===== src/rtl/rsg_pkg.sv =====
package rsg_pkg;
  localparam int unsigned RATIO_W = 16;
  localparam int unsigned DATA_W  = 2 * RATIO_W;

  typedef enum logic {
    REG_BASE  = 1'b0,
    REG_RATIO = 1'b1
  } reg_sel_e;

  typedef struct packed {
    logic               tick;
    logic               clear;
    logic               valid;
    logic [RATIO_W-1:0] inc;
    logic [RATIO_W-1:0] modulus;
  } gen_ctl_t;
endpackage


===== src/rtl/rsg_ctrl.sv =====
module rsg_ctrl
  import rsg_pkg::*;
(
  input  logic              clk,
  input  logic              rstN,
  input  logic              wrHit,
  input  reg_sel_e          wrReg,
  input  logic [DATA_W-1:0] wrData,
  input  logic              tick44,
  input  logic              tick48,
  output gen_ctl_t          ctl
);
  logic               baseIs44;
  logic [RATIO_W-1:0] incReg;
  logic [RATIO_W-1:0] fieldReg;
  logic [RATIO_W-1:0] modulus;
  logic               ratioOk;
  logic               tickSel;

  always_ff @(posedge clk or negedge rstN) begin
    if (!rstN) begin
      baseIs44 <= 1'b0;
      incReg   <= '0;
      fieldReg <= '0;
    end else if (wrHit) begin
      case (wrReg)
        REG_BASE:  baseIs44 <= wrData[0];
        REG_RATIO: begin
          incReg   <= wrData[RATIO_W-1:0];
          fieldReg <= wrData[DATA_W-1:RATIO_W];
        end
        default: ;
      endcase
    end
  end

  always_comb begin
    modulus = incReg - fieldReg - RATIO_W'(1);
    ratioOk = (modulus != '0) && (modulus >= incReg);
    tickSel = baseIs44 ? tick44 : tick48;
    ctl.inc     = incReg;
    ctl.modulus = modulus;
    ctl.valid   = ratioOk;
    ctl.clear   = wrHit;
    ctl.tick    = tickSel && ratioOk && !wrHit;
  end

  AST_CFG_HOLD: assert property (@(posedge clk) disable iff (!rstN)
    !wrHit |=> $stable({baseIs44, incReg, fieldReg}));
endmodule


===== src/rtl/rsg_acc.sv =====
module rsg_acc
  import rsg_pkg::*;
(
  input  logic     clk,
  input  logic     rstN,
  input  gen_ctl_t ctl,
  output logic     strobe
);
  logic [RATIO_W-1:0] acc;
  logic [RATIO_W:0]   sumWide;
  logic [RATIO_W:0]   diffWide;
  logic               wrap;
  logic [RATIO_W-1:0] accNext;

  always_comb begin
    sumWide  = {1'b0, acc} + {1'b0, ctl.inc};
    diffWide = sumWide - {1'b0, ctl.modulus};
    wrap     = sumWide >= {1'b0, ctl.modulus};
    accNext  = wrap ? diffWide[RATIO_W-1:0] : sumWide[RATIO_W-1:0];
  end

  always_ff @(posedge clk or negedge rstN) begin
    if (!rstN) begin
      acc    <= '0;
      strobe <= 1'b0;
    end else begin
      strobe <= 1'b0;
      if (ctl.clear) begin
        acc <= '0;
      end else if (ctl.tick) begin
        acc    <= accNext;
        strobe <= wrap;
      end
    end
  end

  AST_ACC_BELOW_MOD: assert property (@(posedge clk) disable iff (!rstN)
    ctl.valid |-> (acc < ctl.modulus));
  AST_CLEAR_ZEROES: assert property (@(posedge clk) disable iff (!rstN)
    ctl.clear |=> (acc == '0));
  AST_INVALID_SILENT: assert property (@(posedge clk) disable iff (!rstN)
    !ctl.valid |=> !strobe);
  AST_STROBE_NEEDS_TICK: assert property (@(posedge clk) disable iff (!rstN)
    strobe |-> $past(ctl.tick));
endmodule


===== src/rtl/rate_strobe_gen.sv =====
module rate_strobe_gen
  import rsg_pkg::*;
#(
  parameter  int unsigned NUM_GEN = 3,
  localparam int unsigned IDX_W   = (NUM_GEN > 1) ? $clog2(NUM_GEN + 1) : 1
) (
  input  logic               clk,
  input  logic               rstN,
  input  logic               wrEn,
  input  logic [IDX_W-1:0]   wrIdx,
  input  logic               wrReg,
  input  logic [DATA_W-1:0]  wrData,
  input  logic               tick44,
  input  logic               tick48,
  output logic [NUM_GEN-1:0] sampleStrobe
);
  logic [NUM_GEN-1:0] wrHit;

  for (genvar g = 0; g < NUM_GEN; g++) begin : gen_unit
    gen_ctl_t ctl;

    assign wrHit[g] = wrEn && (wrIdx == IDX_W'(g));

    rsg_ctrl i_ctrl (
      .clk    (clk),
      .rstN   (rstN),
      .wrHit  (wrHit[g]),
      .wrReg  (reg_sel_e'(wrReg)),
      .wrData (wrData),
      .tick44 (tick44),
      .tick48 (tick48),
      .ctl    (ctl)
    );

    rsg_acc i_acc (
      .clk    (clk),
      .rstN   (rstN),
      .ctl    (ctl),
      .strobe (sampleStrobe[g])
    );
  end

  AST_SINGLE_TARGET: assert property (@(posedge clk) disable iff (!rstN)
    $onehot0(wrHit));
endmodule


===== config.mk =====
export PLATFORM = sky130hd
export DESIGN_NAME = rate_strobe_gen
export DESIGN_NICKNAME = d
export VERILOG_FILES = /design/src/rtl/rsg_pkg.sv /design/src/rtl/rsg_ctrl.sv /design/src/rtl/rsg_acc.sv /design/src/rtl/rate_strobe_gen.sv
export SDC_FILE = /design/constraint.sdc
export NUM_CORES = 1
export LEC_CHECK = 0
export BUFFER_PORTS_ARGS = -buffer_cell sky130_fd_sc_hd__buf_2
export CORE_ASPECT_RATIO = 1.75
export CORE_MARGIN = 1.5
export CORE_UTILIZATION = 30
export CTS_BUF_LIST = sky130_fd_sc_hd__clkbuf_8
export CTS_CLUSTER_SIZE = 20
export DETAILED_ROUTE_END_ITERATION = 7
export GPL_TIMING_DRIVEN = 0
export PLACE_DENSITY_LB_ADDON = 0.05
export SLEW_MARGIN = 40
export SYNTH_ARGS = -nofsm -noshare
export SYNTH_HDL_FRONTEND = slang
export SYNTH_SLANG_ARGS = --single-unit

===== constraint.sdc =====
create_clock -name clk -period 12.1 [get_ports clk]
set_input_delay 1.815 -clock clk [delete_from_list [all_inputs] [get_ports clk]]
set_output_delay 1.815 -clock clk [all_outputs]
set_load 0.01 [all_outputs]

# Word level (Yosys, flattened, before mapping)
# Cells that the tools add are included.
# totals
output_inout_bits	3
wordCells	82
register_bits	150
in_bits	40
# op_classes
n_lt_le_gt_ge	6
reduce_logical	28
muxes	18
n_eq_ne	2
bitwise_logic	1
addsub	12
# ops
operator	n
$mux W16	9
$sub A16 B16 Y16	6
$add A16 B16 Y17	3
$ge A17 B16 Y1	3
$ge A16 B16 Y1	3
$reduce_bool A16 Y1	3
$sub A16 B1 Y16 const B	3
$logic_and A1 B1 Y1	12
$reduce_and A2 Y1	6
$mux W1	9
$reduce_bool A2 Y1	3
$logic_not A1 Y1	3
$eq A2 B1 Y1 const B	1
$eq A2 B2 Y1 const B	1
$logic_not A2 Y1	1
$not A1 Y1	1

# Depth between registers and ports, before layout
# Gate-level depths: netlist of run 1.
# depth
ltp_word	8
depth_mapped	23
depth_no_buf	21

# Cells and area by module
# A second synthesis of run 1 with hierarchy kept.
# hier_totals
cells_unflattened	1741
hier_area_um2	15095.7
# by_module_without_submodules
module	instances	area_each_um2	cells_per_inst	seq_area_each_um2
rsg_ctrl (gen_unit[0].i_ctrl ...)	2	2526.2	260	825.8
rsg_ctrl (gen_unit[2].i_ctrl)	1	2583.7	267	825.8
rsg_acc (gen_unit[2].i_acc)	1	2542.4	340	425.4
rsg_acc (gen_unit[0].i_acc)	1	2479.9	307	425.4
rsg_acc (gen_unit[1].i_acc)	1	2407.3	304	425.4
rate_strobe_gen	1	30.0	3	0.0

# Worst setup path after synthesis of run 1
# OpenSTA, ideal clock, no wires.
# synth_timing
kind	reg-to-reg
start	reg gen_unit[1].i_ctrl.incReg[0]
end	reg gen_unit[1].i_acc.acc[1]
setup_time_ps	139
arrival_ps	4282
stages_incl_launch_ff	18
t_required_ps	11961
synth_period_minus_slack_ps	4421
path_slack_ps	7679
n_path_buf	1
cell_sequence	dfrtp_1 > ha_1 > fa_1 > a211oi_1 > o211ai_1 > a311oi_1 > o21bai_1 > a211oi_1 > xor2_1 > ha_1 > nand3_1 > or4_1 > o311ai_1 > a211o_1 > buf_4 > mux2_2 > mux2i_1 > nor2_1
# synth_between
elab_chain_cells	7
word_cells_on_any_way	14
classes_between	add/sub: 4; order compare: 2; mux: 3; reduce/logical: 5
# synth_lines
element	line_no	text
from (decl)	rsg_ctrl.sv:14	logic [RATIO_W-1:0] incReg;
from (signal assigned)	rsg_ctrl.sv:29	incReg <= wrData[RATIO_W-1:0];
branches (longest 7 deep; another with $sub A16 B16 Y16)	--	
to (signal assigned)	rsg_acc.sv:31	acc <= accNext;
to (decl)	rsg_acc.sv:9	logic [RATIO_W-1:0] acc;
# Several ways; the timed one is not identified. The select of a mux whose other input is x is not followed.
# A chain may end at the register's enable or synchronous reset.

# Final worst setup path of run 1
# layout_timing
start	reg gen_unit[1].i_ctrl.incReg[0]
end	reg gen_unit[1].i_acc.acc[6]
# Same word-level chain as after synthesis.

==> impl_summary.log, run 1 <==
INFO  metric outcome = complete, no violations
INFO  metric area_of_the_die = 47500 sq um
INFO  metric slowest_stage = sky130_fd_sc_hd__clkbuf_1
INFO  metric worst_r2r_path_depth = 16
INFO  metric detailedRoute.firstPassIterationCount = 5
INFO  metric grt_pass1_vias = 12600
INFO  metric clk-insertion-delay-late = 0.50 ns
INFO  metric postSynthNetCount = between 1500 and 2000
INFO  metric final.fill_count = 4996
INFO  metric post_synth_inst_count = roughly 1600
INFO  metric clockBufferDepth = 2
INFO  metric grt_first_pass_wirelength = between 70000 and 80000 um
INFO  metric final.setup_skew = 0.0223 ns
INFO  metric cts_hold_buffers = 0
INFO  metric numCtsBuffers = 17
INFO  metric timing.slew.headroom = 43.3%
INFO  metric yosys-top-cells-area = sky130_fd_sc_hd__dfrtp_1, sky130_fd_sc_hd__ha_1, sky130_fd_sc_hd__mux2_2
INFO  metric netlist.area_leader.share = 27.1%
INFO  metric crit_chain = ha_1 > fa_1 > a211oi_1 > o211ai_1 > a311oi_1 > o21bai_1 > a211oi_1 > xor2_1 > ha_1 > nand3_1 > or4_1 > o311ai_1 > a211o_1 > clkbuf_1 > o21ai_0 > a211oi_2
INFO  metric first_iteration_detailed_routing_drc_count = between 400 and 500
INFO  metric period_minus_slack = 6.09 ns
INFO  metric ys_types = 76
INFO  metric combined_area_of_all_synthesized_cells = about 14000 sq um
INFO  metric cp_top_family = compound AO/OA/AOI/OAI gates
INFO  metric antenna_violating_nets_post_route = 0
INFO  metric cp_max_fo = 10
INFO  metric multiInputGateArea = between 9000 and 10000 sq um
INFO  metric routabilityCongestion = 0.871
INFO  metric timing.hold.worst_path_depth = 1
INFO  metric timing.critical_path.depth = 16
INFO  metric finalWirelength = 48500 um
INFO  metric root_buffer = sky130_fd_sc_hd__clkbuf_8
INFO  metric critPathMaxStageDelay = roughly 0.64 ns
INFO  metric critPathCaptureType = flop
INFO  metric post-cts-setup-buffers = 0
INFO  metric buffer_ports.inserted = 42
INFO  metric timing.final.max_slew_violations = 0
INFO  metric synth_edf_count = 0
INFO  metric layout_worst_path_cycle_share = just over 50%
INFO  metric clock_tree.htree_level_count = 4
INFO  metric async_flop_share = 100%
INFO  metric finalHoldViolations = 0
INFO  metric track_usage = 21.0%
INFO  metric place.detailed.hpwl = 41100 um
INFO  metric nNetsFinal = about 1900
INFO  metric vertical_extent_of_the_die = 287 um
INFO  metric timing.hold.worst.class = reg -> reg
INFO  metric timing_worst_slew_pin_value = 0.851 ns
INFO  metric detail_route.vias_per_cell = 5.21
INFO  metric cts_tree = done
INFO  metric worst_hold_slack = 0.511 ns
INFO  metric criticalPathCategory = reg -> reg
INFO  metric cap_viol_max_count = 0
INFO  metric grt_antenna_before_repair = 6
INFO  metric core-area = between 40000 and 50000 sq um
INFO  metric register_area = 3750 sq um
INFO  metric grt_max_degree = 64
INFO  metric cts_num_sinks = 150
INFO  metric seq_area_frac_synth = between 20% and 30%
INFO  metric timing.final.setup_violations = 0
INFO  metric die_w = 165 um
INFO  metric routed_wire_length_per_instance = 21.6 um
INFO  metric timing.critical_path.arrival = 6.50 ns
INFO  metric postSynthRegisterBits = 150
INFO  metric clk_transition_reported_paths = around 0.1 ns
INFO  metric totalNegativeSetupSlack = 0 ns
INFO  metric floorplan.io_pins = between 40 and 50
INFO  metric area_delta_synth_final = 10.7%
INFO  metric fmax = 0.164 GHz
INFO  metric critPathRequiredTime = 12.50 ns
INFO  metric route.detailed.drc = 0
INFO  metric final_cells = 2249
INFO  metric synth_ff_type = sky130_fd_sc_hd__dfrtp_1
INFO  metric detailroute.via_count = between 10000 and 15000
INFO  metric floorplan.initialDensity = 30.2%
INFO  metric cell_accounting_for_the_most_synthesized_area = sky130_fd_sc_hd__dfrtp_1
INFO  metric rsz0062_at_grt = no
INFO  metric rows = 104
INFO  metric synth.avg_cell_area = between 8 and 9 sq um
INFO  metric final_layout_size_suffix_gt1_share = 11.5%
INFO  metric crit_buf_inv = 1
INFO  metric crit_path_start_kind = flop
INFO  metric placed_cells_incl_taps = 2216
INFO  metric grt-ovfl-total = 0
INFO  metric number_of_gates_resized_after_cts = 0
INFO  metric ys.warnings.count = 0
INFO  metric fin_util = 33.5%
[worst reg2reg max path, delay by kind of cell, from the launching register on]
kind	cells	cell delay (ns)
buf+inv	1	0.64
fa+ha+maj	3	0.98
simple gates	2	0.80
compound gates	9	2.69
flops	1	0.46
xor+xnor	1	0.41
[layer usage]
| metal | track usage, % | share of wire, % | up-vias |
|---|---|---|---|
| met5 | 0 | 0.12 | - |
| met4 | 8.21 | 3.7 | 10 |
| met3 | 2.89 | 1.7 | 75 |
| met2 | 46.0 | 62 | 129 |
| met1 | 17.9 | 33 | 5703 |
| li1 | - | - | 5801 |
[flip-flops by register name (all words and copies together), names as in the netlist]
| signal | cells |
|---|---|
| gen_unit.i_ctrl.fieldReg | 48 |
| gen_unit.i_acc.acc | 48 |
| gen_unit.i_ctrl.baseIs44 | 3 |
| gen_unit.i_ctrl.incReg | 48 |
| gen_unit.i_acc.strobe | 3 |
[final timing paths]
kind | endpoint | slack [ns] | from
hold / removal | gen_unit[1].i_ctrl.fieldReg[8]$_DFFE_PN0P_ | 0.51 | gen_unit[1].i_ctrl.fieldReg[8]$_DFFE_PN0P_
setup reg to reg | gen_unit[1].i_acc.acc[6]$_DFFE_PN0P_ | 6.01 | gen_unit[1].i_ctrl.incReg[0]$_DFFE_PN0P_
setup / recovery | gen_unit[1].i_acc.acc[6]$_DFFE_PN0P_ | 6.01 | gen_unit[1].i_ctrl.incReg[0]$_DFFE_PN0P_
max in group asynchronous | gen_unit[0].i_ctrl.fieldReg[15]$_DFFE_PN0P_ | 10.26 | rstN
min in group asynchronous | gen_unit[2].i_acc.strobe$_DFF_PN0_ | 1.17 | rstN
hold reg to reg | gen_unit[1].i_ctrl.fieldReg[8]$_DFFE_PN0P_ | 0.51 | gen_unit[1].i_ctrl.fieldReg[8]$_DFFE_PN0P_
[cell usage in the layout, fill, tap and decap left out, types with 8 or more instances in the layout]
cell                        instances
sky130_fd_sc_hd__fa_1               9
sky130_fd_sc_hd__buf_2             45
sky130_fd_sc_hd__a21oi_1          103
sky130_fd_sc_hd__nor2_1            94
sky130_fd_sc_hd__o21bai_1          10
sky130_fd_sc_hd__o21a_1            25
sky130_fd_sc_hd__clkbuf_8          18
sky130_fd_sc_hd__o21ai_0          123
sky130_fd_sc_hd__and2_1            13
sky130_fd_sc_hd__nand2_1          122
sky130_fd_sc_hd__nand2b_1          18
sky130_fd_sc_hd__a21o_1            39
sky130_fd_sc_hd__a211oi_2           8
sky130_fd_sc_hd__xor2_1            50
sky130_fd_sc_hd__a211oi_1          17
sky130_fd_sc_hd__o211ai_1          17
sky130_fd_sc_hd__inv_1            169
sky130_fd_sc_hd__or3_1              8
sky130_fd_sc_hd__nand4_1           16
sky130_fd_sc_hd__clkbuf_1          24
sky130_fd_sc_hd__nor3_1            31
sky130_fd_sc_hd__dfrtp_1          150
sky130_fd_sc_hd__a31oi_1           21
sky130_fd_sc_hd__mux2_2            74
sky130_fd_sc_hd__nand3_1           22
sky130_fd_sc_hd__ha_1             183
sky130_fd_sc_hd__xnor2_1           66
sky130_fd_sc_hd__o2111ai_1          9
sky130_fd_sc_hd__mux2i_1           23
sky130_fd_sc_hd__nor2b_1           12
sky130_fd_sc_hd__and3_1            19
[stage by stage]
| step | setup WS, ns | instance area (sq um) |
|---|---|---|
| 2_1_floorplan | 7.68 | 13900 |
| 3_3_place_gp | 6.09 | 14800 |
| 3_5_place_dp | 6.06 | 14900 |
| 4_1_cts | 6.00 | 15300 |
| 5_1_grt | 5.70 | 15300 |
| 6_report | 6.01 | 15300 |
[synthesized netlist by cell type (all sizes together) (4+ instances only)]
cell / instances
mux2: 74
xor2: 50
clkbuf: 25
a21oi: 103
nor3: 32
or2: 6
o21ai: 124
a21o: 39
or3: 8
dfrtp: 150
o31a: 5
nand2b: 18
o21bai: 10
ha: 183
nand2: 122
o21a: 25
nor2: 94
xnor2: 67
fa: 9
o2111ai: 9
inv: 169
a221oi: 4
a31o: 5
nor2b: 12
o31ai: 7
and2: 13
a41oi: 5
nand3: 22
and3: 19
nand4: 16
a311oi: 5
a211o: 6
a31oi: 21
a211oi: 25
o211ai: 18
nor4: 4
buf: 13
mux2i: 23
[area by class of cell]
type / count / share of cell area, %
multi-input combinational: 1232 / 60.8
sequential: 150 / 24.5
tap: 583 / 4.76
inverter: 169 / 4.14
timing repair buffer: 44 / 1.80
clock buffer: 18 / 1.62
clock inverter: 14 / 1.24
buffer: 38 / 1.17
antenna: 1 / 0.0163
[cells by family after synthesis]
family | count (synthesis) | share of synthesized area, %
fa+ha+maj | 195 | 18.0
xor+xnor | 117 | 7.45
mux | 97 | 7.68
simple gates | 382 | 13.1
flops | 150 | 27.1
buf+inv | 207 | 5.84
compound gates | 441 | 20.7
Power of run 1 is left out: the tool's default activity adds up to more than one toggle a clock period on the data nets, which glitch-free logic cannot reach.
==> run 2: changes to the inputs <==
==> constraint.sdc (replaced) <==
create_clock -name clk -period 5.95 [get_ports clk]
set_input_delay 0.8925 -clock clk [delete_from_list [all_inputs] [get_ports clk]]
set_output_delay 0.8925 -clock clk [all_outputs]
set_load 0.01 [all_outputs]
==> run 2 against run 1 <==
Net effect: final area barely moved; wire length barely moved; worst hold slack got worse by 0.26 ns; via count rose by 0.26%; die area did not move; global-route usage did not move; register-to-register slack got worse by 5.7 ns; clock skew barely moved; highest routed layer unchanged.
==> impl_summary.log, run 2 (synthesized netlist as in run 1, its figures left out) <==
INFO  metric outcome = complete, no violations (unchanged)
INFO  metric fin_util = 33.5% (about the same)
INFO  metric timing.slew.headroom = 44.1% (was 43.3%)
INFO  metric cts_hold_buffers = 0 (unchanged)
INFO  metric finalWirelength = 48500 um (about the same)
INFO  metric rsz0062_at_grt = no (unchanged)
INFO  metric place.detailed.hpwl = 41100 um (unchanged)
INFO  metric critPathCaptureType = flop (unchanged)
INFO  metric route.detailed.drc = 0 (unchanged)
INFO  metric root_buffer = sky130_fd_sc_hd__clkbuf_8 (unchanged)
INFO  metric detailroute.via_count = 11700 (about the same)
INFO  metric timing.critical_path.arrival = 6.09 ns (was 6.50 ns)
INFO  metric clk_transition_reported_paths = 0.10 ns (about the same)
INFO  metric cts_num_sinks = 150 (unchanged)
INFO  metric floorplan.initialDensity = 30.2% (unchanged)
INFO  metric crit_path_start_kind = flop (unchanged)
INFO  metric number_of_gates_resized_after_cts = 1 (was 0)
INFO  metric grt-ovfl-total = 0 (unchanged)
INFO  metric floorplan.io_pins = 43 (unchanged)
INFO  metric finalHoldViolations = 0 (unchanged)
INFO  metric detail_route.vias_per_cell = 5.22 (was 5.21)
INFO  metric vertical_extent_of_the_die = 287 um (unchanged)
INFO  metric cts_tree = done (unchanged)
INFO  metric detailedRoute.firstPassIterationCount = 4 (was 5)
INFO  metric layout_worst_path_cycle_share = 95.0% (was 50.3%)
INFO  metric first_iteration_detailed_routing_drc_count = 420 (was 467)
INFO  metric clock_tree.htree_level_count = 4 (unchanged)
INFO  metric layout.cell_area.non_filler = 15300 sq um (about the same)
INFO  metric routabilityCongestion = 0.871 (unchanged)
INFO  metric largest_registers = gen_unit.i_acc.acc x48, gen_unit.i_ctrl.fieldReg x48, gen_unit.i_ctrl.incReg x48 (unchanged)
INFO  metric nNetsFinal = 1884 (unchanged)
INFO  metric area_delta_synth_final = 10.7% (about the same)
INFO  metric dp_worst_setup_slack = -0.0878 ns (was 6.06 ns)
INFO  metric cap_viol_max_count = 0 (unchanged)
INFO  metric timing.final.setup_violations = 0 (unchanged)
INFO  metric grt_pass1_vias = 12600 (unchanged)
INFO  metric post-cts-setup-buffers = 0 (unchanged)
INFO  metric timing_worst_slew_pin_value = 0.838 ns (was 0.851 ns)
INFO  metric layout.cells.most_common = sky130_fd_sc_hd__ha_1 (unchanged)
INFO  metric grt_antenna_before_repair = 6 (unchanged)
INFO  metric timing.hold.worst.class = in -> async (was reg -> reg)
INFO  metric antenna_violating_nets_post_route = 0 (unchanged)
INFO  metric layout_common_cells = sky130_fd_sc_hd__ha_1, sky130_fd_sc_hd__inv_1, sky130_fd_sc_hd__dfrtp_1 (unchanged)
INFO  metric timing.final.max_slew_violations = 0 (unchanged)
INFO  metric grt_first_pass_wirelength = 72400 um (unchanged)
INFO  metric totalNegativeSetupSlack = 0 ns (unchanged)
INFO  metric clk-insertion-delay-late = 0.50 ns (about the same)
INFO  metric grt_max_degree = 64 (unchanged)
INFO  metric buffer_ports.inserted = 42 (unchanged)
INFO  metric numCtsBuffers = 17 (unchanged)
INFO  metric period_minus_slack = 5.65 ns (was 6.09 ns)
INFO  metric critPathRequiredTime = 6.38 ns (was 12.50 ns)
INFO  metric cp_max_fo = 10 (unchanged)
INFO  metric core-area = 45800 sq um (unchanged)
INFO  metric final.setup_skew = 0.0226 ns (was 0.0223 ns)
INFO  metric layout_setup_ws = 0.297 ns (was 6.01 ns)
INFO  metric die_w = 165 um (unchanged)
INFO  metric fmax = 0.177 GHz (was 0.164 GHz)
INFO  metric rows = 104 (unchanged)
INFO  metric area_of_the_die = 47500 sq um (unchanged)
INFO  metric criticalPathCategory = reg -> reg (unchanged)
INFO  metric final_layout_size_suffix_gt1_share = 11.7% (was 11.5%)
INFO  metric routed_wire_length_per_instance = 21.5 um (was 21.6 um)
INFO  metric final.fill_count = 4994 (was 4996)
INFO  metric track_usage = 21.0% (unchanged)
INFO  metric clockBufferDepth = 2 (unchanged)
INFO  metric detailed_place.area = 14900 sq um (unchanged)
-- run 2: cell counts in the layout (fill, tap and decap cells not counted) --
No cell type changed its count.
-- run 2: final cells by class --
cell class | count | area [sq um] | share of cell area [%]
sequential | 150 | 3750 | 24.5
clock inverter | 14 | 190 | 1.24
clock buffer | 18 | 248 | 1.62
timing repair buffer | 44 | 275 | 1.80
inverter | 169 | 634 | 4.14
tap | 583 | 729 | 4.76
antenna | 1 | 2.50 | 0.0163
multi-input combinational | 1232 | 9320 | 60.8
buffer | 38 | 180 | 1.18
-- run 2: worst max-delay path: stages (launching register included) --
cell	delay (ns)
sky130_fd_sc_hd__dfrtp_1	0.46
sky130_fd_sc_hd__ha_1	0.26
sky130_fd_sc_hd__fa_1	0.42
sky130_fd_sc_hd__a21o_1	0.23
sky130_fd_sc_hd__a221oi_2	0.49
sky130_fd_sc_hd__nand4_1	0.20
sky130_fd_sc_hd__a21boi_0	0.43
sky130_fd_sc_hd__nor3_1	0.09
sky130_fd_sc_hd__a311oi_1	0.53
sky130_fd_sc_hd__ha_1	0.29
sky130_fd_sc_hd__nand4_1	0.21
sky130_fd_sc_hd__nor4_1	0.57
sky130_fd_sc_hd__a211oi_2	0.18
sky130_fd_sc_hd__o211ai_2	0.32
sky130_fd_sc_hd__clkbuf_1	0.49
sky130_fd_sc_hd__o21ai_0	0.22
sky130_fd_sc_hd__a21oi_1	0.18
-- run 2: metal layers --
layer  global-route usage [%]  routed length, um
met2                     46.0              29900
met3                     2.89                855
met5                        0                 57
met1                     17.9              15900
met4                     8.21               1760
-- run 2: through the flow --
step	std cells	hold slack, ns
global placement	2214	0.489
detailed placement	2216	0.494
finish	2249	0.249
global route	2249	0.223
CTS	2248	0.213
floorplan	1589	0.479
-- run 2: worst paths after layout --
kind                                                                  from                                     endpoint  slack, ns  cells past startpoint
worst max-delay path              gen_unit[0].i_ctrl.incReg[0]$_DFFE_PN0P_        gen_unit[0].i_acc.acc[11]$_DFFE_PN0P_       0.30                     16
max in group asynchronous                                             rstN  gen_unit[0].i_ctrl.fieldReg[15]$_DFFE_PN0P_       5.02                      2
worst min-delay path                                                  rstN           gen_unit[2].i_acc.strobe$_DFF_PN0_       0.25                      1
worst max register to register    gen_unit[0].i_ctrl.incReg[0]$_DFFE_PN0P_        gen_unit[0].i_acc.acc[11]$_DFFE_PN0P_       0.30                     16
min in group clk                gen_unit[1].i_ctrl.fieldReg[8]$_DFFE_PN0P_   gen_unit[1].i_ctrl.fieldReg[8]$_DFFE_PN0P_       0.51                      1
worst min register to register  gen_unit[1].i_ctrl.fieldReg[8]$_DFFE_PN0P_   gen_unit[1].i_ctrl.fieldReg[8]$_DFFE_PN0P_       0.51                      1
Power of run 2 is left out for the same reason.
